**src/rtl/bcs_pkg.sv**
```systemverilog
package bcs_pkg;
  localparam logic [1:0] SEL_CTRL = 2'd0;
  localparam logic [1:0] SEL_ADDR = 2'd1;
  localparam logic [1:0] SEL_STAT = 2'd2;
  localparam int CB_IE  = 0;
  localparam int CB_RST = 1;
  localparam int CB_TE  = 2;
endpackage

```
**src/rtl/bcs_timeout.sv**
```systemverilog
module bcs_timeout #(
  parameter int LIMIT = 16
) (
  input  logic clk,
  input  logic rst,
  input  logic clr,
  input  logic valid,
  input  logic ack,
  output logic hit
);
  localparam int CW = $clog2(LIMIT + 1);
  localparam logic [CW-1:0] LAST = CW'(LIMIT - 1);

  logic [CW-1:0] cnt;

  always_ff @(posedge clk) begin
    if (rst || clr)          cnt <= '0;
    else if (!valid || ack)  cnt <= '0;
    else if (cnt == LAST)    cnt <= '0;
    else                     cnt <= cnt + 1'b1;
  end

  assign hit = valid && !ack && !clr && (cnt == LAST);

  AST_CNT_BOUND: assert property (@(posedge clk) disable iff (rst)
    cnt <= LAST);
  AST_ACK_RESTART: assert property (@(posedge clk) disable iff (rst)
    ack |=> cnt == '0);
endmodule

```
**src/rtl/bcs_errcap.sv**
```systemverilog
module bcs_errcap #(
  parameter int ADDR_W = 32
) (
  input  logic              clk,
  input  logic              rst,
  input  logic              clr,
  input  logic              hit,
  input  logic [ADDR_W-1:0] bus_addr,
  input  logic              tw_en,
  input  logic [ADDR_W-1:0] tw_data,
  input  logic              unlock,
  output logic [ADDR_W-1:0] err_addr,
  output logic              locked
);
  logic take;
  assign take = hit && !locked;

  always_ff @(posedge clk) begin
    if (rst || clr) begin
      err_addr <= '0;
      locked   <= 1'b0;
    end else begin
      if (take)        err_addr <= bus_addr;
      else if (tw_en)  err_addr <= tw_data;
      if (take)        locked <= 1'b1;
      else if (unlock) locked <= 1'b0;
    end
  end

  AST_LOCK_HOLD: assert property (@(posedge clk) disable iff (rst)
    (locked && !tw_en && !clr) |=> $stable(err_addr));
  AST_CLR_WIPES: assert property (@(posedge clk) disable iff (rst)
    clr |=> (!locked && err_addr == '0));
endmodule

```
**src/rtl/bcs_mirq_or.sv**
```systemverilog
module bcs_mirq_or #(
  parameter int NUM_MST = 4,
  parameter int NUM_SLV = 3
) (
  input  logic                       clk,
  input  logic                       rst,
  input  logic [NUM_SLV*NUM_MST-1:0] req,
  output logic [NUM_MST-1:0]         merged
);
  logic [NUM_MST-1:0] any;

  for (genvar m = 0; m < NUM_MST; m++) begin : g_mst
    logic [NUM_SLV-1:0] col;
    for (genvar s = 0; s < NUM_SLV; s++) begin : g_slv
      assign col[s] = req[s*NUM_MST + m];
    end
    assign any[m] = |col;
  end

  always_ff @(posedge clk) begin
    if (rst) merged <= '0;
    else     merged <= any;
  end

  AST_MIRQ_QUIET: assert property (@(posedge clk) disable iff (rst)
    (req == '0) |=> (merged == '0));
endmodule

```
**src/rtl/bus_ctl_slice.sv**
```systemverilog
module bus_ctl_slice #(
  parameter int DATA_W      = 32,
  parameter int ADDR_W      = 32,
  parameter int NUM_MST     = 4,
  parameter int NUM_SLV     = 3,
  parameter int TIMEOUT_CYC = 16,
  parameter bit IRQ_HIGH    = 1'b1,
  parameter bit HAS_REGPORT = 1'b1
) (
  input  logic                       clk,
  input  logic                       rst,
  input  logic                       reg_we,
  input  logic [1:0]                 reg_sel,
  input  logic [DATA_W-1:0]          reg_wdata,
  output logic [DATA_W-1:0]          reg_rdata,
  input  logic                       addr_valid,
  input  logic                       slv_ack,
  input  logic [ADDR_W-1:0]          bus_addr,
  input  logic [NUM_SLV*NUM_MST-1:0] sl_mirq,
  output logic                       irq,
  output logic                       bus_rst,
  output logic [NUM_MST-1:0]         mst_irq
);
  import bcs_pkg::*;

  localparam logic IRQ_ON  = IRQ_HIGH;
  localparam logic IRQ_OFF = !IRQ_HIGH;

  logic              we_eff, wr_ctrl, ie, te, hit, locked;
  logic [ADDR_W-1:0] err_addr;

  assign we_eff  = HAS_REGPORT && reg_we;
  assign wr_ctrl = we_eff && (reg_sel == SEL_CTRL);

  if (HAS_REGPORT) begin : g_regs
    always_ff @(posedge clk) begin
      if (rst) begin
        ie      <= 1'b1;
        te      <= 1'b0;
        bus_rst <= 1'b0;
      end else begin
        bus_rst <= wr_ctrl && reg_wdata[CB_RST];
        if (wr_ctrl) begin
          ie <= reg_wdata[CB_IE];
          te <= reg_wdata[CB_TE];
        end
      end
    end
  end else begin : g_noregs
    assign ie      = 1'b1;
    assign te      = 1'b0;
    assign bus_rst = 1'b0;
  end

  bcs_timeout #(.LIMIT(TIMEOUT_CYC)) u_tmo (
    .clk(clk), .rst(rst), .clr(bus_rst),
    .valid(addr_valid), .ack(slv_ack), .hit(hit)
  );

  bcs_errcap #(.ADDR_W(ADDR_W)) u_cap (
    .clk(clk), .rst(rst), .clr(bus_rst), .hit(hit), .bus_addr(bus_addr),
    .tw_en(we_eff && te && (reg_sel == SEL_ADDR)),
    .tw_data(reg_wdata[ADDR_W-1:0]),
    .unlock(we_eff && (reg_sel == SEL_STAT) && reg_wdata[0]),
    .err_addr(err_addr), .locked(locked)
  );

  bcs_mirq_or #(.NUM_MST(NUM_MST), .NUM_SLV(NUM_SLV)) u_or (
    .clk(clk), .rst(rst), .req(sl_mirq), .merged(mst_irq)
  );

  always_ff @(posedge clk) begin
    if (rst)             irq <= IRQ_OFF;
    else if (hit && ie)  irq <= IRQ_ON;
    else                 irq <= IRQ_OFF;
  end

  always_ff @(posedge clk) begin
    if (rst) reg_rdata <= '0;
    else begin
      case (reg_sel)
        SEL_CTRL: reg_rdata <= DATA_W'({te, 1'b0, ie});
        SEL_ADDR: reg_rdata <= DATA_W'(err_addr);
        SEL_STAT: reg_rdata <= DATA_W'(locked);
        default:  reg_rdata <= '0;
      endcase
    end
  end

  AST_IRQ_SINGLE: assert property (@(posedge clk) disable iff (rst)
    (irq == IRQ_ON) |=> (irq == IRQ_OFF));
  AST_BUSRST_CAUSE: assert property (@(posedge clk) disable iff (rst)
    $rose(bus_rst) |-> $past(wr_ctrl && reg_wdata[CB_RST]));
  AST_IRQ_MASKED: assert property (@(posedge clk) disable iff (rst)
    !ie |=> (irq == IRQ_OFF));
endmodule

```
**config.mk**
```make
export PLATFORM = sky130hd
export DESIGN_NAME = bus_ctl_slice
export DESIGN_NICKNAME = d
export VERILOG_FILES = /design/src/rtl/bcs_pkg.sv /design/src/rtl/bcs_timeout.sv /design/src/rtl/bcs_errcap.sv /design/src/rtl/bcs_mirq_or.sv /design/src/rtl/bus_ctl_slice.sv
export SDC_FILE = /design/constraint.sdc
export NUM_CORES = 1
export LEC_CHECK = 0
export ABC_AREA = 1
export BUFFER_PORTS_ARGS = -buffer_cell sky130_fd_sc_hd__clkbuf_2
export CORE_UTILIZATION = 25
export DETAILED_ROUTE_END_ITERATION = 12
export SYNTH_ARGS = -nofsm -noshare
export SYNTH_HDL_FRONTEND = slang
export SYNTH_HIERARCHICAL = 1
export SYNTH_SLANG_ARGS = --single-unit
export TNS_END_PERCENT = 10
```
**constraint.sdc**
```tcl
create_clock -name clk -period 2.2 [get_ports clk]
set_input_delay 0.22 -clock clk [delete_from_list [all_inputs] [get_ports clk]]
set_output_delay 0.22 -clock clk [all_outputs]
set_load 0.03 [all_outputs]
```
==> results.md <==
* Cell Rows at 41
* DRC at 0
* Post-synthesis mux area share at 0
* Clk pin slew, worst setup/hold paths at 0.06 ns
* Buffers on Ports at 120
* Crit path time final at 1.94 ns
* Delay-heaviest family, CP: simple AND/OR/NAND/NOR gates
* Bufs on Longest Clock Path at 2
* Max-cap violations at 0
* Crit path capture type: register
* CTS Root Buffer Type: clkbuf_16
* DIE HEIGHT at 118 µm
* Ports at 121
* Post-synth ARST share at 0
* Total number of vias at 3150
* Diodes inserted at 0
* Setup Crit Path Kind: reg -> reg
* Slowest-stage cell, CP: dfxtp_1
* Syn nets at 548
* Outcome: finished clean
* Top FF cell, synth: dfxtp_1
* Fin crit share at 0.882
* Post-CTS setup buffer count at 0
* Nets at 658
* Initial core utilization at 0.260
* Arr. time, crit path at 2.12 ns
* DR top layer: met4
* Final Slew Violations at 0
* Maximum vdd ir drop at 0.324 mV
* DR WL met3 at 384 µm
* Final Setup Violations at 0
* CP required at 2.38 ns
* Drt pass-1 iters at 4
* Post-synth cell types at 23
* Met1 WL at 4040 µm
* Cts hold-fix bufs at 0
* Vias in the first global route at 3133
* Cell taking the most area after synthesis: dfxtp_1
* Most frequent cell after synthesis: nand2_1
* Skew final at 0.00532 ns
* DR WL/cell at 11.7 µm
* Mean Syn Cell Area at 7.22 µm²
* Largest net degree at the start of global routing at 35
* Relative slew slack at 0.230
* Inserted Clock Buffers at 9
* Worst min-delay path category: in -> reg
* RSZ-0062 raised after global routing: no
* Synth Area in Simple Gates at 0.334
* Dpl hpwl at 6080 µm
* DP Worst Slack at 0.262 ns
* WL final at 8780 µm
* Crit-path max cell delay at 0.36 ns
* Leakage power at 2.05 nW
* Yosys reg bits at 78
* CTS tree: done
* Remaining Overflow, GRT at 0
* Max FO, Critical Path at 15
* H-tree levels at 3
* Largest family of logic cells by synthesized area: simple AND/OR/NAND/NOR gates
* PostCTS Resize Cnt at 0
* Share of cells above drive strength 1 at 0.291
* DR WL met2 at 4080 µm
* First-pass GRT wire length at 14600 µm
* Adder-Cell Fraction of Synth Area at 0.00749
* Setup ws final at 0.259 ns
* XOR/XNOR share of the synthesized area at 0.00262
* Worst-skew pair later-pin latency at 0.33 ns
* Die W at 118 µm
* Worst path bufs/invs at 2
* Starting DRT DRC Count at 159
* Compound-Gate Fraction of Synth Area at 0.0723
* DR vias/cell at 4.21
* Crit path cell chain: ha_1 -> nand2_1 -> nor2_1 -> ha_1 -> inv_1 -> nor4_2 -> buf_4 -> nand3_1 -> nand2_1 -> a21oi_1
* Crit path launch type: register
* Tot GR Track Use at 0.133
* Gpl congestion at 0.741
* Initial antenna violation count at 0
* Post-Syn Instances at 463
* Setup TNS at 0 ns
* Register area share after synthesis at 0.467
* Synth area leaders: dfxtp_1 (47%), nand2_1 (16%), nand3_1 (11%)
* Maximum clock rate at 515 MHz
* Core ar. at 12800 µm²
* Post-synth top cells: nand2_1 (138), dfxtp_1 (78), nand3_1 (71), inv_1 (45), nor2_1 (42)
* Mapped Area at 3340 µm²
* Yosys top cell area share at 0.467
* Hold Fails Final Rpt at 0
* Clock Sinks at 78
* Layout area overhead at 30.6%
* P per Cell Area at 722 nW/µm²
* Full die area at 13800 µm²
* EDFF count, synth at 0
* YS warnings at 6
* Least-Margin Pin Slew at 1.15 ns
* Final ANT Viol Nets at 0
==> through the flow <==
stage	std cells	cell area, µm²	util	hold slack [ns]	total power [mW]
6_report	749	4360	0.340	0.105	3.15
3_5_place_dp	734	4050	0.316	0.428	1.65
5_1_grt	749	4360	0.340	0.113	3.28
3_3_place_gp	734	4050	0.316	0.425	1.65
2_1_floorplan	463	3340	-	0.289	1.55
4_1_cts	749	4360	0.340	0.0892	3.20
==> flip-flops by register name, indices dropped and copies added (netlist names) <==
signal	flops
u_cap/locked	1
u_or/merged	4
u_tmo/cnt	5
reg_rdata	32
ie	1
irq	1
u_cap/err_addr	32
te	1
bus_rst	1
==> kinds of logic (layout without fill, tap and decap cells) <==
kind of cell | Yosys count | in the layout
XOR/XNOR | 1 | 1
AND/OR/NAND/NOR | 264 | 264
buffers and inverters | 78 | 192
AO/OA/AOI/OAI | 40 | 40
flip-flops | 78 | 78
adder cells (fa/ha/maj) | 2 | 2
==> path summary, 6_finish.rpt <==
path	end	cells after the start	from	slack (ns)
max	u_cap/err_addr[31]	10	u_tmo/cnt[0]	0.26
min	u_or/merged[1]	3	sl_mirq[5]	0.11
max reg2reg	u_cap/err_addr[31]	10	u_tmo/cnt[0]	0.26
min reg2reg	reg_rdata[18]	2	u_cap/err_addr[18]	0.44
==> worst register-to-register path: stages (launching register included) <==
cell	delay [ns]
dfxtp_1	0.36
ha_1	0.20
nand2_1	0.06
nor2_1	0.09
ha_1	0.15
inv_1	0.06
nor4_2	0.31
buf_4	0.30
nand3_1	0.11
nand2_1	0.10
a21oi_1	0.06
==> placed cells by master (no fill, tap or decap), types with 2 or more instances in the layout <==
| cell type | n |
|---|---|
| a21oi_1 | 29 |
| a21oi_2 | 11 |
| buf_12 | 2 |
| buf_4 | 8 |
| clkbuf_16 | 9 |
| clkbuf_2 | 120 |
| clkbuf_8 | 3 |
| dfxtp_1 | 78 |
| ha_1 | 2 |
| inv_1 | 45 |
| nand2_1 | 138 |
| nand2_2 | 2 |
| nand3_1 | 71 |
| nor2_1 | 41 |
| nor2_2 | 5 |
| or2_2 | 2 |
==> per-layer routing <==
layer | track usage | vias up
li1 | - | 1664
met1 | 0.153 | 1366
met2 | 0.227 | 102
met3 | 0.0242 | 18
met4 | 0.0825 | 0
met5 | 0 | -
==> power breakdown <==
group	internal (mW)	total (mW)	switching, mW
sequential	1.43	1.43	0.00600
clock	0.963	1.53	0.565
combinational	0.0801	0.188	0.108
total	2.47	3.15	0.679
==> final cells by class <==
| class | count | area (µm²) |
|---|---|---|
| clock buffer | 12 | 267 |
| tap | 172 | 215 |
| timing repair buffer | 130 | 701 |
| clock inverter | 3 | 42.5 |
| multi-input combinational | 307 | 1400 |
| fill | 1440 | 8460 |
| sequential | 78 | 1560 |
| inverter | 47 | 176 |
Note: power is estimated with default switching activity, not from simulation.
